$ cat src/rtl/irq_agg_pkg.sv
package irq_agg_pkg;
  localparam int unsigned ADDR_W = 2;

  typedef enum logic [ADDR_W-1:0] {
    SEL_MASK = 2'd0,
    SEL_STAT = 2'd1,
    SEL_CLR  = 2'd2,
    SEL_NONE = 2'd3
  } reg_sel_e;

  // Next value of one sticky status bit: any set wins over a clear.
  function automatic logic status_next(input logic cur, input logic hw,
                                       input logic sws, input logic clr);
    return hw | sws | (cur & ~clr);
  endfunction
endpackage

$ cat src/rtl/irq_rise_detect.sv
module irq_rise_detect (
  input  logic clk,
  input  logic rst_n,
  input  logic lvl,
  output logic rise
);
  logic lvl_q;

  always_ff @(posedge clk or negedge rst_n) begin
    if (!rst_n) lvl_q <= 1'b0;
    else        lvl_q <= lvl;
  end

  assign rise = lvl & ~lvl_q;

  // an edge pulse needs the line high and never lasts two cycles
  a_r3_level_high: assert property (@(posedge clk) disable iff (!rst_n)
    rise |-> lvl);
  a_r3_single_pulse: assert property (@(posedge clk) disable iff (!rst_n)
    rise |=> !rise);
endmodule

$ cat src/rtl/irq_status_cell.sv
module irq_status_cell
  import irq_agg_pkg::*;
(
  input  logic clk,
  input  logic rst_n,
  input  logic hw_set,
  input  logic sw_set,
  input  logic sw_clr,
  output logic bit_q
);
  always_ff @(posedge clk or negedge rst_n) begin
    if (!rst_n) bit_q <= 1'b0;
    else        bit_q <= status_next(bit_q, hw_set, sw_set, sw_clr);
  end

  a_r8_event_beats_clear: assert property (@(posedge clk) disable iff (!rst_n)
    hw_set |=> bit_q);
  a_r5_soft_set: assert property (@(posedge clk) disable iff (!rst_n)
    sw_set |=> bit_q);
  a_r7_clear_drops: assert property (@(posedge clk) disable iff (!rst_n)
    (sw_clr && !hw_set && !sw_set) |=> !bit_q);
  a_r10_sticky: assert property (@(posedge clk) disable iff (!rst_n)
    (bit_q && !sw_clr) |=> bit_q);
endmodule

$ cat src/rtl/irq_aggregator.sv
module irq_aggregator
  import irq_agg_pkg::*;
#(
  parameter int unsigned NUM_SRC = 8,
  parameter int unsigned DATA_W  = 32
) (
  input  logic                 clk,
  input  logic                 rst_n,
  input  logic                 core_irq,
  input  logic [NUM_SRC-1:1]   evt_in,
  input  logic                 reg_wr,
  input  logic [ADDR_W-1:0]    reg_addr,
  input  logic [DATA_W-1:0]    reg_wdata,
  output logic [DATA_W-1:0]    reg_rdata,
  output logic                 irq_out
);
  localparam int unsigned PAD_W = DATA_W - NUM_SRC - 1;

  logic [NUM_SRC-1:0] mask_q;
  logic [NUM_SRC-1:0] stat_q;
  logic [NUM_SRC-1:0] hw_set;
  logic [NUM_SRC-1:0] sw_set;
  logic [NUM_SRC-1:0] sw_clr;
  logic               core_rise;
  logic               wr_mask, wr_stat, wr_clr;

  irq_rise_detect u_core_edge (
    .clk  (clk),
    .rst_n(rst_n),
    .lvl  (core_irq),
    .rise (core_rise)
  );

  assign hw_set  = {evt_in, core_rise};
  assign wr_mask = reg_wr && (reg_addr == SEL_MASK);
  assign wr_stat = reg_wr && (reg_addr == SEL_STAT);
  assign wr_clr  = reg_wr && (reg_addr == SEL_CLR);
  assign sw_set  = wr_stat ? reg_wdata[NUM_SRC-1:0] : '0;
  assign sw_clr  = wr_clr  ? reg_wdata[NUM_SRC-1:0] : '0;

  always_ff @(posedge clk or negedge rst_n) begin
    if (!rst_n)       mask_q <= '0;
    else if (wr_mask) mask_q <= reg_wdata[NUM_SRC-1:0];
  end

  for (genvar i = 0; i < NUM_SRC; i++) begin : g_cell
    irq_status_cell u_cell (
      .clk   (clk),
      .rst_n (rst_n),
      .hw_set(hw_set[i]),
      .sw_set(sw_set[i]),
      .sw_clr(sw_clr[i]),
      .bit_q (stat_q[i])
    );
  end

  always_comb begin
    unique case (reg_addr)
      SEL_MASK: reg_rdata = {{(DATA_W-NUM_SRC){1'b0}}, mask_q};
      SEL_STAT: reg_rdata = {core_irq, {PAD_W{1'b0}}, stat_q};
      default:  reg_rdata = '0;
    endcase
  end

  assign irq_out = |(stat_q & mask_q);

  a_r2_mask_load: assert property (@(posedge clk) disable iff (!rst_n)
    wr_mask |=> mask_q == $past(reg_wdata[NUM_SRC-1:0]));
  a_r9_rise_cause: assert property (@(posedge clk) disable iff (!rst_n)
    $rose(irq_out) |-> ($past(mask_q) != mask_q) || ($past(stat_q) != stat_q));
  a_r3_core_latch: assert property (@(posedge clk) disable iff (!rst_n)
    core_rise |=> stat_q[0]);
endmodule

$ cat config.mk
export PLATFORM = sky130hd
export DESIGN_NAME = irq_aggregator
export DESIGN_NICKNAME = d
export VERILOG_FILES = /design/src/rtl/irq_agg_pkg.sv /design/src/rtl/irq_rise_detect.sv /design/src/rtl/irq_status_cell.sv /design/src/rtl/irq_aggregator.sv
export SDC_FILE = /design/constraint.sdc
export NUM_CORES = 1
export LEC_CHECK = 0
export CORE_MARGIN = 2
export CORE_UTILIZATION = 30
export CTS_BUF_LIST = sky130_fd_sc_hd__clkbuf_4
export CTS_CLUSTER_SIZE = 10
export DETAILED_ROUTE_END_ITERATION = 8
export DONT_BUFFER_PORTS = 1
export PLACE_DENSITY = 0.42
export SYNTH_ARGS = -nofsm -noshare
export SYNTH_HDL_FRONTEND = slang
export SYNTH_SLANG_ARGS = --single-unit
$ cat constraint.sdc
create_clock -name clk -period 0.9 [get_ports clk]
set_input_delay 0.09 -clock clk [delete_from_list [all_inputs] [get_ports clk]]
set_output_delay 0.09 -clock clk [all_outputs]
set_load 0.05 [all_outputs]
Yosys cells after proc, flatten, opt, wreduce, memory -nomap -nowiden
Index checks and enable logic that the tools add are counted.
{"block": "word_totals", "output_inout_bits": 33, "word_cells": 55, "register_bits": 17, "in_bits": 45}
{"block": "op_classes", "n_reduce_logical": 5, "eq_ne": 2, "bitwise": 35, "mux": 3}
{"op": "$pmux 32 s2", "n": 1}
{"op": "$mux 8", "n": 2}
{"op": "$or 1x1->1", "n": 16}
{"op": "$and 1x1->1", "n": 9}
{"op": "$not 1->1", "n": 9}
{"op": "$and 8x8->8", "n": 1}
{"op": "$reduce_or 8->1", "n": 1}
{"op": "$logic_and 1x1->1", "n": 3}
{"op": "$eq 2x1->1 const B", "n": 1}
{"op": "$eq 2x2->1 const B", "n": 1}
{"op": "$logic_not 2->1", "n": 1}

Longest topological paths before layout
Gate-level depths: netlist of the first run.
{"block": "logic_depth", "depth_word": 6, "mapped_depth": 6, "ltp_nobuf": 3}

By module
Synthesis of the first run repeated with hierarchy kept, for this count alone.
{"block": "hier_totals", "cells_unflattened": 117, "hier_area_um2": 1109.8}
{"module": "irq_aggregator", "n_inst": 1, "seq_area_each_um2": 200.2, "cells_per_inst": 83, "area_each_um2": 770.7}
{"module": "irq_status_cell", "n_inst": 8, "seq_area_each_um2": 25.0, "cells_per_inst": 4, "area_each_um2": 37.5}
{"module": "irq_rise_detect", "n_inst": 1, "seq_area_each_um2": 25.0, "cells_per_inst": 2, "area_each_um2": 38.8}

Least setup slack after synthesis of the first run
No wires, ideal clock.
{"block": "synth_timing", "kind": "in2out", "from": "in reg_addr[0]", "to": "out reg_rdata[0]", "cell_stages": 4, "t_arrival_ps": 1155, "n_path_buf": 2, "required_time_ps": 810, "path_slack_ps": -345, "path_cell_list": "buf_8 -> buf_2 -> mux2i_1 -> nor2_1"}
{"block": "synth_between", "elab_chain_cells": 2, "elab_cells_between_ends": 3, "cone_classes": "eq/ne: 1; mux: 1; reduce/logical: 1"}
{"element": "start: declaration", "line_no": "irq_aggregator.sv:12", "text": "input logic [ADDR_W-1:0] reg_addr,"}
{"element": "$eq 2x1->1 or $logic_not 2->1 (tied branches)", "line_no": "irq_aggregator.sv:58", "text": "unique case (reg_addr)"}
{"element": "$pmux 32 s2 *", "line_no": "irq_aggregator.sv:58"}
{"element": "end: declaration", "line_no": "irq_aggregator.sv:14", "text": "output logic [DATA_W-1:0] reg_rdata,"}
Mark *: on every way between the ends. The rest lies on a longest branch, timed or not.

Worst setup path in the final report of the first run
{"block": "layout_timing", "from": "reg g_cell[5].u_cell.bit_q", "to": "out irq_out"}
{"block": "layout_between", "elab_chain_cells": 2}
{"element": "start: declaration", "line_no": "irq_status_cell.sv:9", "text": "output logic bit_q"}
{"element": "start signal: assignment", "line_no": "irq_status_cell.sv:13", "text": "else bit_q <= status_next(bit_q, hw_set, sw_set, sw_clr);"}
{"element": "$and 8x8->8", "line_no": "irq_aggregator.sv:65", "text": "assign irq_out = |(stat_q & mask_q);"}
{"element": "$reduce_or 8->1", "line_no": "irq_aggregator.sv:65"}
{"element": "end: declaration", "line_no": "irq_aggregator.sv:15", "text": "output logic irq_out"}
No other way between the ends.

==> impl_metrics.toml, run 1 <==
[floorplanning]
die_area_um2 = 4380
fp.dieW_um = 66.2
rows = 22
die_y_um = 66.2
start_util_pct = 31.5
io_pins = 78
core_area_um2 = 3690

[finish]
fin_nets = 201
drive_gt1_share_pct = 43.9
area_growth_pct = 53.2
fillers = 364
fin_cells = 203
finalCoreUtilization_pct = 48.2
n_antenna_cell = 0

[flow_run]
maxCapViolCount = 0

[timing]
worst_slew_pin_slew_ps = 796
period_share_pct = 146
layout_min_cycle_time_ps = 1320
layout_setup_ws_ps = -415
fin_tns_setup_ps = -3410
timing.final.max_slew_violations = 0
hold_viol = 17
fmax_mhz = 760
fin_hold_ws_ps = -59.0
rsz0062_at_grt = "yes"
skew_ps = 0.0389
setup_viol = 14
slew_headroom_pct = 46.9

[global_route]
grt_pass1_vias = 928
grt_use_total_pct = 13.8
grt_start_max_net_pins = 19
top_usage_layer = "met2"
grt_overflow_total = 0
grt_pass1_wl_um = 4550
grtUsageMet3_pct = 2.39
grt_util_met2_pct = 23.3
grtUsageMet1_pct = 18.2
antenna_found_initial = 0

[placement]
dp_cells = 175
pre_cts_ws_ps = -129
dp_hpwl_um = 1860
gp_congestion = 0.696
numPortBuffers = 0

[cts]
h-tree-depth = 1
clk_pin_slew_worst_paths_ps = 100
cts_buffer_depth = 2
clock_sinks = 17
cts_tree = "yes"
cts_root_buf = "clkbuf_4"
numCtsBuffers = 3
clk_latency_ps = 290

[power_and_ir_drop]
internal-power_mw = 1.63
combinationalPowerShare_pct = 46.0
netSwitchingFraction_pct = 37.6
p_sw_uw = 985
ir_worst_vdd_mv = 0.658
pwr_density_cell_nw_per_um2 = 1470
clockPowerShare_pct = 17.3
seqPwrFrac_pct = 36.7
p_leak_nw = 0.773

[outcome]
violations = "negative hold slack, negative setup slack"
status = "complete, but fails checks"

[worst_hold_path]
hold_path.class = "input port to async pin"

[detailed_routing]
first_iter_violations = 11
vias = 906
first_pass_iters = 4
avgRoutedWirePerCell_um = 15.0
drcViolationCount = 0
vias_per_cell = 4.46
ant_nets = 0
wirelength_um = 3040

[setup_path]
cpMaxStageDelayCell = "dfrtp_1"
critPathTopFamily = "flip-flops"
arrival_ps = 1230
slowest_delay_ps = 420
critPathMaxFanout = 3
cp_cell_sequence = "a22oi_1, nand4_1, buf_6"
crit_type = "flop to output pin"
cp.buffers_inverters = 1
worstReg2RegStart = "g_cell[0].u_cell.bit_q"
cp-startpoint = "g_cell[5].u_cell.bit_q"
cp-end-kind = "output pin"
cp.required_ps = 810
start_kind = "flop"

[logic_synthesis]
yosysSeqAreaShare_pct = 36.6
yosys_warnings = 0
yosysUniqueCellTypes = 22
synthFlopType = "dfrtp_1"
synthArstFlopShare_pct = 100
synth_edf_count = 0
synthesis.area_um2 = 1160
syn_inst = 114
ys_seq_elements = 17
avgSynthCellArea_um2 = 10.2
power by group through the flow:
stage / sequential, mW / clock, mW / combinational [mW]
detailed placement: 0.951 / 0 / 0.963
global route: 0.976 / 0.507 / 1.27
CTS: 0.946 / 0.464 / 1.11
global placement: 0.944 / 0 / 0.961
finish: 0.961 / 0.453 / 1.20
floorplan: 0.936 / 0 / 0.822
Yosys cell counts (2+ instances only):
master	instances	area share [%]
buf_4	23	15
dfrtp_1	17	37
a21oi_1	14	6.0
nor2_1	9	2.9
mux2_4	8	10
mux2i_1	8	6.9
nand3_1	7	3.0
o21bai_1	7	4.5
a22oi_1	4	2.6
buf_6	4	3.9
nor2b_4	2	2.4
stage by stage:
step,power (mW),instance area (um2)
2_1_floorplan,1.76,1320
3_3_place_gp,1.91,1380
3_5_place_dp,1.91,1380
4_1_cts,2.51,1640
5_1_grt,2.75,1780
6_report,2.62,1780
final timing paths:
check	to	cells after the start	slack (ps)
min in group clk	g_cell[5].u_cell.bit_q	3	50
setup / recovery	irq_out	3	-420
hold / removal	mask_q[0]	1	-60
setup reg to reg	g_cell[0].u_cell.bit_q	4	-110
max in group asynchronous	g_cell[3].u_cell.bit_q	1	470
hold reg to reg	g_cell[0].u_cell.bit_q	1	470
repair_timing:
| action | in CTS | in global routing |
|---|---|---|
| setup buffers | 3 | 4 |
| hold buffers | 18 | 3 |
| pin swaps | 4 | 13 |
| resized for setup | 7 | 27 |
| endpoints found under the hold margin | 34 | 18 |
| cloned | 0 | 0 |
| endpoints found under the setup margin | 9 | 35 |
per-layer routing:
metal | vias to the layer above | part of all wire, %
met5 | - | 0
met4 | 0 | 0.59
met3 | 2 | 4.0
met2 | 24 | 53
met1 | 445 | 42
li1 | 435 | -
layout make-up:
cell class                      instances  area (um2)  share of cell area (%)
Clock buffer                            4        30.0                    1.69
Multi-Input combinational cell         88         731                    41.1
Sequential cell                        17         425                    23.9
Inverter                                1        3.75                   0.211
Timing Repair Buffer                   45         529                    29.7
Tap cell                               48        60.1                    3.38
cell usage in the layout, fill, tap and decap left out:
cell type	count
dfrtp_1	17
clkbuf_4	4
o22ai_2	1
dlymetal6s4s_1	2
nand3b_1	1
mux2i_1	3
a22oi_1	2
buf_4	7
a21oi_1	3
nand3_1	7
dlygate4sd3_1	19
a21boi_2	1
nor2_4	8
mux2i_2	5
a21oi_2	11
conb_1	23
nand4_1	1
nand2_1	1
nor2_2	1
inv_1	1
a31oi_4	1
nor2b_4	2
o21bai_1	7
mux2_4	8
a22oi_2	2
buf_12	8
buf_6	9
cell families (layout without fill, tap and decap cells):
kind of cell           count (synthesis)  count (layout)  share of synthesized area (%)
AO/OA/AOI/OAI                         28              28                           14.9
buffers and inverters                 31              50                           21.1
flip-flops                            17              17                           36.6
multiplexers                          16              16                           17.2
other                                  1              23                          0.323
AND/OR/NAND/NOR                       21              21                           9.81
registers in the layout (all words and copies together) (netlist names):
| name | count |
|---|---|
| u_core_edge.lvl_q | 1 |
| mask_q | 8 |
| g_cell.u_cell.bit_q | 8 |
Note: power is estimated with default switching activity, not from simulation.
==> inputs of run 2 (changes only) <==
SKIP_CTS_REPAIR_TIMING = 1   (was default)
==> run 2 against run 1 <==
  * The run still ends with negative hold slack, negative setup slack left
  * Critical path depth did not move
  * Cell count fell by 0.99%
  * Design area fell by 4.2%
  * Die area did not move
  * Sequential share of layout area rose by 1.1 points
  * Wire length fell by 4.8%
  * Global-route usage fell by 1.9 points
  * Non-clock buffer count fell by 2
  * Sequential power fell by 0.5%
  * Combinational power fell by 5%
  * Worst setup slack improved by 8.1 ps
  * Critical endpoint unchanged
  * Largest cell class unchanged
==> impl_metrics.toml, run 2 (synthesized netlist as in run 1, its figures left out) <==
[power_and_ir_drop]
seqPwrFrac_pct = 37.7
internal-power_mw = 1.59
p_sw_uw = 945
ir_worst_vdd_mv = 0.608
clockPowerShare_pct = 17.5
p_leak_nw = 0.739
pwr_density_cell_nw_per_um2 = 1490
finalPower_mw = 2.54
combinationalPowerShare_pct = 44.8
netSwitchingFraction_pct = 37.2

[timing]
setup_viol = 18
timing.final.max_slew_violations = 0
hold_viol = 2
layout_setup_ws_ps = -407
slew_headroom_pct = 47.1
rsz0062_at_grt = "yes"
period_share_pct = 145
fin_hold_ws_ps = -10.1
worst_slew_pin_slew_ps = 791
fin_tns_setup_ps = -3550
fmax_mhz = 765
skew_ps = 0.0344
layout_min_cycle_time_ps = 1310

[global_route]
grt_pass1_wl_um = 3940
grt_overflow_total = 0
grt_use_total_pct = 12.0
antenna_found_initial = 0
grt_pass1_vias = 778
grt_start_max_net_pins = 20

[floorplanning]
start_util_pct = 31.5
io_pins = 78
die_area_um2 = 4380
core_area_um2 = 3690
fp.dieW_um = 66.2
rows = 22
die_y_um = 66.2

[cts]
h-tree-depth = 1
numCtsBuffers = 3
cts_buffer_depth = 2
clock_sinks = 17
clk_latency_ps = 290
clk_pin_slew_worst_paths_ps = 100
cts_root_buf = "clkbuf_4"
cts_tree = "yes"

[finish]
area_growth_pct = 46.8
n_antenna_cell = 0
finalCoreUtilization_pct = 46.2
fin_nets = 199
drive_gt1_share_pct = 41.8
postLayoutCellArea_um2 = 1700
final_cell_mix = "conb_1, dlygate4sd3_1, dfrtp_1"
reg_top3 = "g_cell.u_cell.bit_q (8), mask_q (8), u_core_edge.lvl_q (1)"
fin_cells = 201
layout_commonest_cell = "conb_1"

[detailed_routing]
first_iter_violations = 17
wirelength_um = 2890
ant_nets = 0
vias = 884
first_pass_iters = 3
wl_met1_um = 1250
met3_wirelength_um = 124
routed.top_layer = "met4"
drcViolationCount = 0
met2_length_um = 1500
vias_per_cell = 4.40
avgRoutedWirePerCell_um = 14.4

[placement]
pre_cts_ws_ps = -129
numPortBuffers = 0
dp_hpwl_um = 1860
dp_cells = 175
gp_congestion = 0.696
place_area_um2 = 1380

[setup_path]
arrival_ps = 1220
critPathMaxFanout = 3
start_kind = "flop"
cp_cell_sequence = "a22oi_1, nand4_1, buf_6"
cp-end-kind = "output pin"
cp.required_ps = 810
cpMaxStageDelayCell = "dfrtp_1"
slowest_delay_ps = 410
cp.buffers_inverters = 1
critPathTopFamily = "flip-flops"
crit_type = "flop to output pin"

[flow_run]
maxCapViolCount = 0

[outcome]
violations = "negative hold slack, negative setup slack"
status = "complete, but fails checks"

[worst_hold_path]
hold_path.class = "input port to flop"
## run 2: cell type report
cell class / instances / area (um2)
clock buffer: 4 / 30.0
fill: 366 / 1980
inverter: 1 / 3.75
multi-input combinational: 88 / 698
sequential: 17 / 425
tap: 48 / 60.1
timing repair buffer: 43 / 487
## run 2: worst reg2reg max path: cells and delay by family, from the launching register on
| family | cells | cell delay, ps |
|---|---|---|
| flip-flops | 1 | 430 |
| AO/OA/AOI/OAI | 2 | 180 |
| buffers and inverters | 2 | 270 |
## run 2: final timing paths
| kind | start | to | slack, ps | cells after the start |
|---|---|---|---|---|
| min in group asynchronous | rst_n | g_cell[0].u_cell.bit_q | 320 | 1 |
| max in group asynchronous | rst_n | g_cell[5].u_cell.bit_q | 90 | 1 |
| hold / removal | reg_wdata[6] | g_cell[6].u_cell.bit_q | -10 | 2 |
| hold reg to reg | u_core_edge.lvl_q | g_cell[0].u_cell.bit_q | 450 | 1 |
| setup / recovery | mask_q[5] | irq_out | -410 | 3 |
| setup reg to reg | g_cell[4].u_cell.bit_q | g_cell[4].u_cell.bit_q | -80 | 4 |
## run 2: metal layers
| layer | up-vias | global-route usage, % |
|---|---|---|
| met3 | 2 | 2.73 |
| met5 | - | 0 |
| met2 | 24 | 18.8 |
| met4 | 0 | 3.83 |
| met1 | 429 | 16.3 |
| li1 | 429 | - |
## run 2: power groups by stage
stage               combinational [mW]  clock, mW  sequential [mW]
CTS                              0.966      0.464            0.937
floorplan                        0.822          0            0.936
detailed placement               0.963          0            0.951
global placement                 0.961          0            0.944
global route                      1.20      0.497            0.969
finish                            1.14      0.445            0.956
==> inputs of run 3 (changes only) <==
CTS_BUF_LIST = sky130_fd_sc_hd__clkbuf_16   (was sky130_fd_sc_hd__clkbuf_4)
==> run 3 against run 2 <==
  * The flow finishes with violations (negative setup slack)
  * Die area did not move
  * Design area grew 3.4%
  * Critical path depth unchanged
  * Sequential cell count did not move
  * Largest power group unchanged
  * Combinational power about the same
  * Count of clock-buffer cells in the layout shrank 1
  * Hold slack improved by 18 ps
  * Sequential share of layout area shrank 0.82 points
==> impl_metrics.toml, run 3 (synthesized netlist as in run 1, its figures left out) <==
[placement]
dp_hpwl_um = 1860
pre_cts_ws_ps = -129
numPortBuffers = 0
dp_cells = 175
gp_congestion = 0.696
place_area_um2 = 1380

[cts]
cts_buffer_depth = 2
clk_latency_ps = 250
clk_pin_slew_worst_paths_ps = 50
numCtsBuffers = 3
clock_sinks = 17
cts_root_buf = "clkbuf_16"
h-tree-depth = 1
cts_tree = "yes"

[finish]
fin_nets = 200
n_antenna_cell = 0
postLayoutCellArea_um2 = 1760
layout_commonest_cell = "conb_1"
final_cell_mix = "conb_1, dfrtp_1, dlygate4sd3_1"
drive_gt1_share_pct = 42.9
reg_top3 = "g_cell.u_cell.bit_q (8), mask_q (8), u_core_edge.lvl_q (1)"
fin_cells = 202
area_growth_pct = 51.7

[setup_path]
cp.required_ps = 810
start_kind = "flop"
cp-end-kind = "output pin"
crit_type = "flop to output pin"
arrival_ps = 1170
critPathMaxFanout = 3

[detailed_routing]
vias = 876
ant_nets = 0
wirelength_um = 2820
vias_per_cell = 4.34
first_iter_violations = 15
avgRoutedWirePerCell_um = 13.9
first_pass_iters = 4
drcViolationCount = 0

[timing]
layout_min_cycle_time_ps = 1260
slew_headroom_pct = 46.7
fin_tns_setup_ps = -2860
rsz0062_at_grt = "yes"
period_share_pct = 140
hold_viol = 0
layout_setup_ws_ps = -364
fmax_mhz = 791
skew_ps = 0.0209
setup_viol = 15
timing.final.max_slew_violations = 0
worst_slew_pin_slew_ps = 798

[outcome]
status = "complete, but fails checks"
violations = "negative setup slack"

[floorplanning]
fp.dieW_um = 66.2
core_area_um2 = 3690
die_y_um = 66.2
io_pins = 78
die_area_um2 = 4380
rows = 22
start_util_pct = 31.5

[global_route]
grt_use_total_pct = 12.3
grt_pass1_wl_um = 3990
grt_overflow_total = 0
grt_pass1_vias = 774
grt_start_max_net_pins = 20
antenna_found_initial = 0

[power_and_ir_drop]
p_leak_nw = 0.765
ir_worst_vdd_mv = 0.731
pwr_density_cell_nw_per_um2 = 1690

[worst_hold_path]
hold_path.class = "input port to flop"

[flow_run]
maxCapViolCount = 0
run 3: cell types whose count changed in the layout (fill, tap and decap cells not counted), sizes merged:
cell         delta
dlygate4sd3     -1
buf             +2
clkbuf          -1
inv             +1
run 3: final timing paths:
check	from	end	slack, ps	depth (start not counted)
min in group asynchronous	rst_n	g_cell[0].u_cell.bit_q	380	1
hold reg to reg	u_core_edge.lvl_q	g_cell[0].u_cell.bit_q	440	1
hold / removal	reg_wdata[4]	g_cell[4].u_cell.bit_q	8	2
setup / recovery	mask_q[6]	irq_out	-360	3
max in group asynchronous	rst_n	g_cell[3].u_cell.bit_q	30	1
setup reg to reg	g_cell[1].u_cell.bit_q	g_cell[1].u_cell.bit_q	-80	4
run 3: critical path: stages (launching register included):
cell and delay [ps]:
dfrtp_1 400, a22oi_2 200, nand4_1 140, buf_6 180
run 3: layer usage:
metal  wire length, um  GRT usage, %  vias up
met1              1230          16.5      423
li1                  -             -      429
met3               122          2.73        2
met4                12          5.36        0
met5                 0             0        -
met2              1460          18.8       22
run 3: area by class of cell:
cell class | count | area (um2)
timing repair buffer | 44 | 492
inverter | 1 | 3.75
clock inverter | 1 | 3.75
fill | 360 | 1930
clock buffer | 3 | 75.1
multi-input combinational | 88 | 702
tap | 48 | 60.1
sequential | 17 | 425
run 3: where the power goes:
part / switching [mW] / total (mW) / internal [mW]
Combinational: 0.599 / 1.14 / 0.543
Clock: 0.290 / 0.880 / 0.590
Sequential: 0.0957 / 0.959 / 0.864
run 3: per-stage QoR:
stage	hold slack, ps	utilization [%]	power [mW]
after floorplan	-206	-	1.76
after global placement	-205	37.5	1.91
after detailed placement	-205	37.5	1.91
after CTS	-470	39.6	2.81
after global routing	13.0	47.8	3.13
final	8.22	47.8	2.98
